<file path="src/rtl/boot_copy_pkg.sv">
package boot_copy_pkg;
  typedef enum logic [2:0] {
    ST_HOLD,
    ST_COPY,
    ST_SWITCH,
    ST_RUN,
    ST_FAULT
  } boot_state_t;
endpackage

</file>
<file path="src/rtl/boot_addr_ctr.sv">
module boot_addr_ctr #(
  parameter int ADDR_W     = 16,
  parameter int IMAGE_LEN  = 16384,
  parameter int START_ADDR = 16'hC000,
  localparam int CNT_W     = $clog2(IMAGE_LEN + 1)
) (
  input  logic              clk,
  input  logic              rst,
  input  logic              inc,
  output logic [ADDR_W-1:0] cur_addr,
  output logic              last_inc
);
  logic [CNT_W-1:0] count;

  always_ff @(posedge clk) begin
    if (rst)      count <= '0;
    else if (inc) count <= count + CNT_W'(1);
  end

  assign cur_addr = ADDR_W'(START_ADDR) + ADDR_W'(count);
  assign last_inc = inc && (count == CNT_W'(IMAGE_LEN - 1));

  assert_count_bound_R5: assert property (@(posedge clk) disable iff (rst)
    inc |-> (count < CNT_W'(IMAGE_LEN)));
endmodule

</file>
<file path="src/rtl/boot_stall_timer.sv">
module boot_stall_timer #(
  parameter int STALL_W = 16
) (
  input  logic               clk,
  input  logic               rst,
  input  logic               waiting,
  input  logic [STALL_W-1:0] limit,
  output logic               expire
);
  logic [STALL_W-1:0] wait_cnt;

  always_ff @(posedge clk) begin
    if (rst || !waiting) wait_cnt <= '0;
    else if (!expire)    wait_cnt <= wait_cnt + STALL_W'(1);
  end

  assign expire = waiting && (limit != '0) && (wait_cnt == limit - STALL_W'(1));

  assert_clear_on_idle_R10: assert property (@(posedge clk) disable iff (rst)
    !waiting |=> (wait_cnt == '0));
endmodule

</file>
<file path="src/rtl/boot_seq_fsm.sv">
module boot_seq_fsm
  import boot_copy_pkg::*;
#(
  parameter int ADDR_W        = 16,
  parameter int SETTLE_CYCLES = 2,
  localparam int SET_W        = $clog2(SETTLE_CYCLES + 1)
) (
  input  logic              clk,
  input  logic              rst,
  input  logic              src_valid,
  input  logic [7:0]        src_data,
  input  logic [ADDR_W-1:0] cur_addr,
  input  logic              last_inc,
  input  logic              expire,
  output logic              inc,
  output logic              waiting,
  output logic              src_ready,
  output logic [ADDR_W-1:0] sram_addr,
  output logic [7:0]        sram_wdata,
  output logic              sram_we_n,
  output logic              clk_fast_sel,
  output logic              cpu_reset,
  output logic              boot_error
);
  boot_state_t      state;
  logic [SET_W-1:0] settle;
  logic             accept;

  assign accept  = (state == ST_COPY) && sram_we_n && src_ready && src_valid;
  assign inc     = (state == ST_COPY) && !sram_we_n;
  assign waiting = (state == ST_COPY) && sram_we_n && src_ready && !src_valid;

  always_ff @(posedge clk) begin
    if (rst) begin
      state        <= ST_HOLD;
      src_ready    <= 1'b0;
      sram_addr    <= '0;
      sram_wdata   <= '0;
      sram_we_n    <= 1'b1;
      clk_fast_sel <= 1'b0;
      cpu_reset    <= 1'b1;
      boot_error   <= 1'b0;
      settle       <= '0;
    end else begin
      case (state)
        ST_HOLD: begin
          state     <= ST_COPY;
          src_ready <= 1'b1;
        end
        ST_COPY: begin
          if (!sram_we_n) begin
            sram_we_n <= 1'b1;
            if (last_inc) begin
              state     <= ST_SWITCH;
              src_ready <= 1'b0;
            end else begin
              src_ready <= 1'b1;
            end
          end else if (accept) begin
            sram_addr  <= cur_addr;
            sram_wdata <= src_data;
            sram_we_n  <= 1'b0;
            src_ready  <= 1'b0;
          end else if (expire) begin
            state      <= ST_FAULT;
            boot_error <= 1'b1;
            src_ready  <= 1'b0;
          end
        end
        ST_SWITCH: begin
          if (!clk_fast_sel) begin
            clk_fast_sel <= 1'b1;
            settle       <= '0;
          end else if (settle == SET_W'(SETTLE_CYCLES - 1)) begin
            state     <= ST_RUN;
            cpu_reset <= 1'b0;
          end else begin
            settle <= settle + SET_W'(1);
          end
        end
        default: ;
      endcase
    end
  end

  assert_strobe_one_cycle_R4: assert property (@(posedge clk) disable iff (rst)
    !sram_we_n |=> sram_we_n);
  assert_strobe_stable_R4: assert property (@(posedge clk) disable iff (rst)
    !sram_we_n |=> ($stable(sram_addr) && $stable(sram_wdata)));
  assert_no_ready_in_strobe_R2: assert property (@(posedge clk) disable iff (rst)
    !sram_we_n |-> !src_ready);
  assert_reset_outside_run_R8: assert property (@(posedge clk) disable iff (rst)
    (state != ST_RUN) |-> cpu_reset);
  assert_switch_only_R6: assert property (@(posedge clk) disable iff (rst)
    $rose(clk_fast_sel) |-> ($past(state) == ST_SWITCH));
  assert_fast_sticky_R6: assert property (@(posedge clk) disable iff (rst)
    clk_fast_sel |=> clk_fast_sel);
  assert_fault_holds_R9: assert property (@(posedge clk) disable iff (rst)
    boot_error |-> (cpu_reset && !clk_fast_sel && sram_we_n && !src_ready));
endmodule

</file>
<file path="src/rtl/boot_copy_ctrl.sv">
module boot_copy_ctrl #(
  parameter int ADDR_W        = 16,
  parameter int IMAGE_LEN     = 16384,
  parameter int START_ADDR    = 16'hC000,
  parameter int SETTLE_CYCLES = 2,
  parameter int STALL_W       = 16
) (
  input  logic               clk,
  input  logic               rst,
  input  logic [STALL_W-1:0] stall_limit,
  input  logic               src_valid,
  input  logic [7:0]         src_data,
  output logic               src_ready,
  output logic [ADDR_W-1:0]  sram_addr,
  output logic [7:0]         sram_wdata,
  output logic               sram_we_n,
  output logic               clk_fast_sel,
  output logic               cpu_reset,
  output logic               boot_error
);
  logic [ADDR_W-1:0] cur_addr;
  logic              inc, last_inc, waiting, expire;

  boot_addr_ctr #(
    .ADDR_W(ADDR_W), .IMAGE_LEN(IMAGE_LEN), .START_ADDR(START_ADDR)
  ) i_ctr (
    .clk(clk), .rst(rst), .inc(inc), .cur_addr(cur_addr), .last_inc(last_inc)
  );

  boot_stall_timer #(.STALL_W(STALL_W)) i_tmo (
    .clk(clk), .rst(rst), .waiting(waiting), .limit(stall_limit), .expire(expire)
  );

  boot_seq_fsm #(.ADDR_W(ADDR_W), .SETTLE_CYCLES(SETTLE_CYCLES)) i_fsm (
    .clk(clk), .rst(rst), .src_valid(src_valid), .src_data(src_data),
    .cur_addr(cur_addr), .last_inc(last_inc), .expire(expire), .inc(inc),
    .waiting(waiting), .src_ready(src_ready), .sram_addr(sram_addr),
    .sram_wdata(sram_wdata), .sram_we_n(sram_we_n), .clk_fast_sel(clk_fast_sel),
    .cpu_reset(cpu_reset), .boot_error(boot_error)
  );
endmodule

</file>
<file path="config.mk">
export PLATFORM = sky130hd
export DESIGN_NAME = boot_copy_ctrl
export DESIGN_NICKNAME = d
export VERILOG_FILES = /design/src/rtl/boot_copy_pkg.sv /design/src/rtl/boot_addr_ctr.sv /design/src/rtl/boot_stall_timer.sv /design/src/rtl/boot_seq_fsm.sv /design/src/rtl/boot_copy_ctrl.sv
export SDC_FILE = /design/constraint.sdc
export NUM_CORES = 1
export LEC_CHECK = 0
export ABC_CLOCK_PERIOD_IN_PS = 3300
export BUFFER_PORTS_ARGS = -buffer_cell sky130_fd_sc_hd__clkbuf_2
export CAP_MARGIN = 10
export CORE_MARGIN = 1.5
export CORE_UTILIZATION = 50
export DETAILED_ROUTE_END_ITERATION = 8
export MAX_ROUTING_LAYER = met4
export PLACE_DENSITY = 0.75
export SLEW_MARGIN = 20
export SYNTH_ARGS = -nofsm -noshare
export SYNTH_HDL_FRONTEND = slang
export SYNTH_SLANG_ARGS = --single-unit
</file>
<file path="constraint.sdc">
create_clock -name clk -period 3.3 [get_ports clk]
set_clock_uncertainty 0.2 [all_clocks]
set_input_delay 0.33 -clock clk [delete_from_list [all_inputs] [get_ports clk]]
set_output_delay 0.33 -clock clk [all_outputs]
set_load 0.01 [all_outputs]
</file>
==> flow_summary.ini, run 1 <==
[clock_tree]
clk_pin_slew_ns = 0.07
cts.sinks = 64
htreeDepth = 3
cts_buffer_depth = 2
cts_tree = built
cts_buffers = 9
clk_latency_ns = 0.34
cts-root-buf = clkbuf_8

[setup_path]
path_buf_inv = 1
path_class = reg -> reg
crit_slowest_cell = or4_1
critical-path-top-delay-family = simple AND/OR/NAND/NOR gates
worstPathMaxFanout = 16
crit_arrival_ns = 3.17
critPathRequiredTime_ns = 3.33
worst_setup_path_end_kind = flip-flop
cp_cell_sequence = or3b_1 -> or3_4 -> or4_1 -> a2111oi_2 -> nor4b_4 -> and2_4 -> buf_12 -> xor2_1 -> nor2_1
slowest_delay_ns = 0.54
start_kind = flip-flop

[detailed_routing]
vias = 2964
wl_per_cell_um = 12.7
wl_mm = 6.94
antenna_left = 0
initialDrtViolationCount = 194
vias_per_cell = 5.41
firstDrtPassIters = 4
drc = 0

[power_and_ir_drop]
ir_drop_mv = 0.339
power_density_nw_per_um2 = 422
p_leak_nw = 1.44

[global_routing]
grt-ovfl-total = 0
track_usage_pct = 21.9
grt_max_degree = 51
grt_pass1_wl_mm = 12.2
grt_pass1_vias = 2732
antenna_found_initial = 0

[layout]
mostFrequentLayoutCell = nand2_1
diodes = 0
area_growth_pct = 19.0
drive_above_1_share_pct = 22.1
layout_common_cells = nand2_1, dfxtp_1, clkbuf_2
final_nets = 497

[floorplanning]
initial_core_util_pct = 51.6
num_io_pins = 56
die_x_um = 83.7
rows = 29
die_height_um = 83.7
die-area_sq_um = 7010
coreArea_sq_um = 6310

[yosys]
synthTopCellsByArea = dfxtp_1, nand2_1, a21oi_1
synth_area_leader_cell = dfxtp_1
ys_seq_area_share_pct = 39.3
synth_flop_cell = dfxtp_1
synthCells = 404
async_flop_share_pct = 0
synth_edf_count = 0
synth_top_area_share_pct = 39.3
synthesis.nets = 435
synth_area_sq_um = 3260
yosysUniqueCellTypes = 55
yosys_register_bits = 64
yosysWarnings = 0
avgSynthCellArea_sq_um = 8.06

[timing]
fmax_mhz = 318
period_share_pct = 95.2
finalMaxSlewViolations = 0
final_hold_viol_count = 0
finalSetupTns_ns = 0
slew_headroom_pct = 51.1
rsz0062_at_grt = false
fin_crit_ns = 3.14
hold_slack_ns = 0.0102
setup_viol_count_final = 0
worst-slew-pin-transition_ns = 0.727

[placement]
dp_hpwl_mm = 4.97
numPortBuffers = 55
gp_congestion = 0.843

[worst_hold_path]
hold_path_class = in -> reg

[status]
status = complete, no violations

[flow_run]
drv_cap = 0
==> registers in the layout, summed over array words and instances (netlist names) <==
signal	count
i_fsm.settle	2
i_fsm.sram_addr	15
i_fsm.cpu_reset	1
i_fsm.clk_fast_sel	1
i_fsm.sram_we_n	1
i_fsm.sram_wdata	8
i_tmo.wait_cnt	16
i_fsm.state	3
i_fsm.boot_error	1
i_ctr.count	15
i_fsm.src_ready	1
==> worst reg2reg max path: stages (launching register included) <==
cell	delay [ns]
dfxtp_2	0.35
or3b_1	0.37
or3_4	0.39
or4_1	0.54
a2111oi_2	0.30
nor4b_4	0.27
and2_4	0.26
buf_12	0.15
xor2_1	0.17
nor2_1	0.05
==> synthesized netlist by cell type, types with 3 or more instances <==
master and instances:
nand4_1 6, nor4_1 5, xnor2_1 22, and4_1 4, nor2_1 36, or2_2 4, inv_1 10, a211oi_1 4
or3_1 9, o21ai_0 14, xor2_1 12, nor3_1 8, nand2b_1 5, a21oi_1 46, and2_1 3, or4_1 5
dfxtp_1 64, nand3_1 10, or3_2 4, o211ai_1 3, clkbuf_1 15, ha_1 4, buf_6 4, o31ai_1 3
nand2_1 67
==> power breakdown <==
part           total, mW  internal (mW)  leakage, nW  switching, mW
combinational      0.121         0.0531        0.820         0.0679
clock              0.728          0.426        0.104          0.302
sequential         0.785          0.780        0.517        0.00553
==> per-stage QoR <==
step / utilization (%) / instances / power, mW / worst slack, ns / cell area (sq um)
CTS: 61.0 / 547 / 1.65 / 0.00439 / 3850
floorplan: - / 404 / 0.877 / 0.0413 / 3260
detailed placement: 56.5 / 523 / 0.918 / -0.0866 / 3570
finish: 61.4 / 548 / 1.63 / 0.158 / 3880
global placement: 56.5 / 523 / 0.916 / 0.0984 / 3570
global route: 61.4 / 548 / 1.69 / 0.00831 / 3880
==> routing by layer <==
metal	part of all wire (%)	global-route usage, %	wire, um	up-vias
li1	-	-	-	1530
met1	50	28.4	3450	1378
met2	46	33.5	3160	47
met3	3.4	4.25	237	9
met4	1.3	9.09	89	0
met5	0	-	0	-
==> cell type report <==
cell class	instances	area, sq um
inverter	10	37.5
clock buffer	11	131
fill	585	2440
timing repair buffer	73	435
sequential	64	1280
tap	77	96.3
clock inverter	5	81.3
multi-input combinational	308	1810
==> logic make-up (layout without fill, tap and decap cells) <==
| family | after synthesis | in the layout | share of synthesized area, % |
|---|---|---|---|
| muxes | 1 | 1 | 0.307 |
| DFF | 64 | 64 | 39.3 |
| and+or+nand+nor | 187 | 187 | 29.5 |
| adders and majority gates | 4 | 4 | 1.54 |
| xor gates and xnor gates | 34 | 34 | 9.14 |
| buffers and inverters | 32 | 99 | 5.53 |
| AOI/OAI and AO/OA | 82 | 82 | 14.6 |
==> path summary, 6_finish.rpt <==
path	startpoint	endpoint	slack [ns]	depth (start not counted)
worst max-delay path	i_fsm.state[0]$_SDFFE_PP0P_	i_tmo.wait_cnt[0]$_SDFFE_PP0N_	0.16	9
worst min-delay path	src_data[1]	i_fsm.sram_wdata[1]$_SDFFE_PP0P_	0.01	3
worst max register to register	i_fsm.state[0]$_SDFFE_PP0P_	i_tmo.wait_cnt[0]$_SDFFE_PP0N_	0.16	9
worst min register to register	i_fsm.sram_wdata[1]$_SDFFE_PP0P_	i_fsm.sram_wdata[1]$_SDFFE_PP0P_	0.25	2
==> what timing repair did <==
item                                   CTS  global route
hold buffers                             5             0
pin swaps                                0             1
gates resized for setup                  0             4
endpoints found under the hold margin    5             0
setup endpoints to repair               13            19
buffers inserted                         3             1
No activity file was read; power rests on OpenSTA's default activity.
==> run 2: changes to the inputs <==
- CORE_UTILIZATION: 50 -> 51
- PLACE_DENSITY: 0.75 -> 0.76
- SYNTH_HIERARCHICAL: not set -> 1
==> run 2 against run 1 <==
  * Register-to-register slack improved by 0.17 ns
  * Global-route usage increased by 0.29 points
  * Routed wire length increased by 13%
  * Hold slack improved by 0.0093 ns
  * Maximum frequency increased by 5.6%
  * Die area increased by 8.0%
  * Power increased by 17%
  * Largest cell class unchanged
  * Synthesized cell count increased by 7.4%
  * Final cell count increased by 6.2%
  * Setup slack improved by 0.17 ns
==> flow_summary.ini, run 2 <==
[yosys]
synth_edf_count = 0
synth_area_leader_cell = dfxtp_1
async_flop_share_pct = 0
synthesis.nets = 465
synth_area_sq_um = 3600
synth_flop_cell = dfxtp_1
yosysWarnings = 6
yosys.cell_count.top_type = nand2_1
yosysUniqueCellTypes = 56
yosys-top-cells-count = nand2_1, dfxtp_1, a21oi_1, nor2_1
avgSynthCellArea_sq_um = 8.29
ys_seq_area_share_pct = 36.2
synthCells = 434
synthTopCellsByArea = dfxtp_1, nand2_1, a21oi_1
synth_top_area_share_pct = 36.2
yosys_register_bits = 65

[detailed_routing]
wl_per_cell_um = 13.5
vias_per_cell = 5.66
vias = 3292
drc = 0
wl_mm = 7.87
antenna_left = 0
firstDrtPassIters = 4
initialDrtViolationCount = 197

[worst_hold_path]
hold_path_class = in -> reg

[setup_path]
path_buf_inv = 1
path_class = reg -> reg
start_kind = flip-flop
worstPathMaxFanout = 28
worst_setup_path_end_kind = flip-flop
critical-path-top-delay-family = simple AND/OR/NAND/NOR gates
crit_slowest_cell = or4b_4
crit_arrival_ns = 2.98
slowest_delay_ns = 0.50
critPathRequiredTime_ns = 3.30
cp_cell_sequence = nor3b_4 -> and4b_1 -> nand3_1 -> a211oi_2 -> or4b_4 -> nor4b_4 -> buf_12 -> mux2i_1 -> nor2_1

[layout]
drive_above_1_share_pct = 22.0
top_regs = i_fsm/sram_addr: 16 flops, i_tmo/wait_cnt: 16 flops, i_ctr/count: 15 flops
final_cells = 582
area_growth_pct = 15.3
mostFrequentLayoutCell = nand2_1
seq_area_sq_um = 1300
diodes = 0
final_nets = 512
fillCellCount = 587
layout_common_cells = nand2_1, dfxtp_1, clkbuf_2
multi_input_area_sq_um = 2020

[global_routing]
track_usage_pct = 22.2
grt_max_degree = 30
grt_pass1_wl_mm = 12.9
antenna_found_initial = 0
grt_pass1_vias = 2923
grt-ovfl-total = 0

[timing]
final_hold_viol_count = 0
finalSetupTns_ns = 0
setup_viol_count_final = 0
rsz0062_at_grt = false
worst-slew-pin-transition_ns = 0.859
slew_headroom_pct = 42.7
finalMaxSlewViolations = 0
fmax_mhz = 336
fin_crit_ns = 2.97
layout_setup_ws_ns = 0.325
hold_slack_ns = 0.0195
period_share_pct = 90.1

[clock_tree]
cts_buffer_depth = 2
cts_setup_buffers = 0
cts_buffers = 9
clk_latency_ns = 0.34
cts-root-buf = clkbuf_8
cts_tree = built
clk_pin_slew_ns = 0.08
cts.sinks = 65
htreeDepth = 3

[power_and_ir_drop]
ir_drop_mv = 0.456
power_density_nw_per_um2 = 462
p_leak_nw = 1.48

[floorplanning]
die-area_sq_um = 7570
rows = 30
num_io_pins = 56
initial_core_util_pct = 53.0
die_height_um = 87
die_x_um = 87
coreArea_sq_um = 6790

[status]
status = complete, no violations

[placement]
place_ws_ns = 0.0612
place_inst = 562
numPortBuffers = 55
gp_congestion = 0.953
dp_hpwl_mm = 5.63

[flow_run]
drv_cap = 0
[run 2: cell types whose count changed after synthesis, sizes merged, moves of 4 or more]
cell   delta
nand4     +6
or4       +7
a21oi     +7
or2       -4
nand3     +6
and2      -4
nor2     -18
nor4      +5
nor3      -4
o31ai     +7
mux2i     +5
buf      +17
xnor2     -6
nor2b     +4
[run 2: routing by layer]
metal,track usage [%],wire (um),up-vias
li1,-,-,1645
met1,26.7,3530,1551
met2,36.5,3910,86
met3,5.21,348,10
met4,7.33,80,0
met5,-,0,-
[run 2: metrics by stage]
stage / instance area, sq um / util, % / power, mW
finish: 4150 / 61.1 / 1.92
global route: 4150 / 61.1 / 2.00
CTS: 4150 / 61.1 / 1.94
detailed placement: 3870 / 56.9 / 1.11
global placement: 3870 / 56.9 / 1.10
floorplan: 3600 / - / 1.04
[run 2: path summary, 6_finish.rpt]
path	start	to	slack, ns	cells after the start
worst min-delay path	src_data[2]	i_fsm/sram_wdata[2]$_SDFFE_PP0P_	0.02	3
worst min register to register	i_fsm/boot_error$_SDFFE_PP0P_	i_fsm/boot_error$_SDFFE_PP0P_	0.25	2
worst max-delay path	i_fsm/state[0]$_SDFFE_PP0P_	i_tmo/wait_cnt[1]$_SDFFE_PP0N_	0.33	9
worst max register to register	i_fsm/state[0]$_SDFFE_PP0P_	i_tmo/wait_cnt[1]$_SDFFE_PP0N_	0.33	9
[run 2: timing repair]
| item | CTS | global route |
|---|---|---|
| endpoints found under the setup margin | 0 | 0 |
| resized for setup | 0 | 0 |
| endpoints found under the hold margin | 4 | 0 |
| hold buffers | 4 | 0 |
[run 2: kinds of logic after synthesis]
| kind of cell | synth area share (%) |
|---|---|
| AOI/OAI and AO/OA | 15.9 |
| xor gates and xnor gates | 6.81 |
| adders and majority gates | 1.39 |
| buffers and inverters | 7.72 |
| DFF | 36.2 |
| muxes | 2.71 |
| and+or+nand+nor | 29.3 |
[run 2: tightest hold or removal path: cells and delay by family]
kind / cells / cell delay, ns
buffers and inverters: 1 / 0.08
AO/OA/AOI/OAI: 1 / 0.05
AND/OR/NAND/NOR: 1 / 0.06
[run 2: area by class of cell]
type	instances	share of cell area (%)
multi-input combinational	323	48.7
sequential	65	31.4
timing repair buffer	73	10.4
clock buffer	10	3.08
tap	96	2.89
clock inverter	6	2.77
inverter	9	0.814
[run 2: where the power goes]
group,switching [mW],internal (mW)
Clock,0.316,0.506
Sequential,0.0288,0.810
Combinational,0.146,0.109
==> run 3: changes to the inputs <==
- HOLD_SLACK_MARGIN: not set -> 0.15
==> run 3 against run 2 <==
  * Hold slack gained 0.23 ns
  * Routed wire length grew 2.6%
  * Global-route usage grew 0.41 points
  * Maximum frequency shrank 0.65%
  * Critical path depth is the same
  * Sequential share of layout area shrank 0.30 points
  * Power grew 0.46%
  * Sequential power is essentially flat
  * Non-clock buffer count grew 4
  * Final area grew 0.96%
  * Critical path type unchanged
  * Critical endpoint unchanged
  * Highest routed layer unchanged
==> flow_summary.ini, run 3 (same netlist as run 2, synthesis figures left out) <==
[layout]
mostFrequentLayoutCell = nand2_1
fillCellCount = 580
layout_common_cells = nand2_1, dfxtp_1, clkbuf_2
final_nets = 516
diodes = 0
drive_above_1_share_pct = 21.8
area_growth_pct = 16.4
top_regs = i_fsm/sram_addr: 16 flops, i_tmo/wait_cnt: 16 flops, i_ctr/count: 15 flops

[setup_path]
r2r-start = i_fsm/state[0]$_SDFFE_PP0P_
r2r-end = i_tmo/wait_cnt[1]$_SDFFE_PP0N_
reg2reg_depth = 9
start_kind = flip-flop
crit_arrival_ns = 3.00
worst_setup_path_end_kind = flip-flop
path_class = reg -> reg
worstPathMaxFanout = 28
crit_start = i_fsm/state[0]$_SDFFE_PP0P_
critPathRequiredTime_ns = 3.30
critPathCapture = i_tmo/wait_cnt[1]$_SDFFE_PP0N_
reg2reg_slack_ns = 0.31

[floorplanning]
die-area_sq_um = 7570
initial_core_util_pct = 53.0
die_height_um = 87
die_x_um = 87
rows = 30
coreArea_sq_um = 6790
num_io_pins = 56

[flow_run]
drv_cap = 0

[detailed_routing]
firstDrtPassIters = 5
antenna_left = 0
initialDrtViolationCount = 247
vias_per_cell = 5.66
vias = 3318
wl_per_cell_um = 13.8
wl_mm = 8.07
drc = 0

[timing]
hold_slack_ns = 0.248
final_hold_viol_count = 0
setup_viol_count_final = 0
fmax_mhz = 334
worst-slew-pin-transition_ns = 0.869
rsz0062_at_grt = false
finalMaxSlewViolations = 0
slew_headroom_pct = 42.1
finalSetupTns_ns = 0
fin_crit_ns = 2.99
period_share_pct = 90.7

[global_routing]
grt_pass1_wl_mm = 13.1
grt_pass1_vias = 2963
track_usage_pct = 22.6
antenna_found_initial = 0
grt-ovfl-total = 0
grt_max_degree = 30

[clock_tree]
clk_latency_ns = 0.34
cts_resized = 0
cts_tree = built
cts_buffer_depth = 2
cts_buffers = 9
cts-root-buf = clkbuf_8
cts_setup_buffers = 0
clk_pin_slew_ns = 0.08
cts.sinks = 65
htreeDepth = 3

[power_and_ir_drop]
ir_drop_mv = 0.460
p_leak_nw = 1.49
power_density_nw_per_um2 = 459

[placement]
dp_hpwl_mm = 5.63
numPortBuffers = 55
gp_congestion = 0.953

[status]
status = complete, no violations

[worst_hold_path]
hold_path_class = reg -> reg
[run 3: metal layers]
layer  routed length [um]  GRT usage [%]  vias up
met5                    0              -        -
met4                  170           8.06        0
met3                  328           5.21       18
met2                 3970           37.3       92
met1                 3600           26.9     1555
li1                     -              -     1653
[run 3: timing repair]
action	in CTS	in global routing
hold buffers	8	0
endpoints found under the setup margin	0	0
hold endpoints to repair	8	0
[run 3: power by group]
group          internal (mW)  leakage (nW)  switching (mW)
clock network          0.506         0.117           0.318
logic                  0.112         0.853           0.149
registers              0.810         0.525          0.0296
[run 3: area by class of cell]
| class | instances | area, sq um | area share [%] |
|---|---|---|---|
| multi-input combinational | 323 | 2020 | 48.2 |
| sequential | 65 | 1300 | 31.1 |
| timing repair buffer | 77 | 473 | 11.3 |
| clock buffer | 10 | 128 | 3.05 |
| tap | 96 | 120 | 2.87 |
| clock inverter | 6 | 115 | 2.75 |
| inverter | 9 | 33.8 | 0.806 |
[run 3: worst min path at each step]
stage / from / endpoint / cells past startpoint
floorplan: i_fsm/settle[1]$_SDFFE_PP0P_ / i_fsm/settle[1]$_SDFFE_PP0P_ / 2
global placement: i_fsm/cpu_reset$_SDFFE_PP1P_ / i_fsm/cpu_reset$_SDFFE_PP1P_ / 1
detailed placement: i_fsm/boot_error$_SDFFE_PP0P_ / i_fsm/boot_error$_SDFFE_PP0P_ / 2
CTS: i_fsm/boot_error$_SDFFE_PP0P_ / i_fsm/boot_error$_SDFFE_PP0P_ / 2
global route: i_fsm/boot_error$_SDFFE_PP0P_ / i_fsm/boot_error$_SDFFE_PP0P_ / 2
finish: i_fsm/boot_error$_SDFFE_PP0P_ / i_fsm/boot_error$_SDFFE_PP0P_ / 2
[run 3: worst max-delay path: stages (launching register included)]
cell	delay, ns
dfxtp_1	0.40
nor3b_4	0.36
and4b_1	0.33
nand3_1	0.11
a211oi_2	0.23
or4b_4	0.50
nor4b_4	0.28
buf_12	0.20
mux2i_1	0.19
nor2_1	0.05
[run 3: stage by stage]
stage | setup WS (ns) | total power, mW | utilization (%) | area [sq um] | cells
6_report | 0.306 | 1.92 | 61.7 | 4190 | 586
5_1_grt | 0.114 | 2.01 | 61.7 | 4190 | 586
4_1_cts | 0.299 | 1.94 | 61.7 | 4190 | 586
3_5_place_dp | 0.0612 | 1.11 | 56.9 | 3870 | 562
3_3_place_gp | 0.0779 | 1.10 | 56.9 | 3870 | 562
2_1_floorplan | 0.00842 | 1.04 | - | 3600 | 434
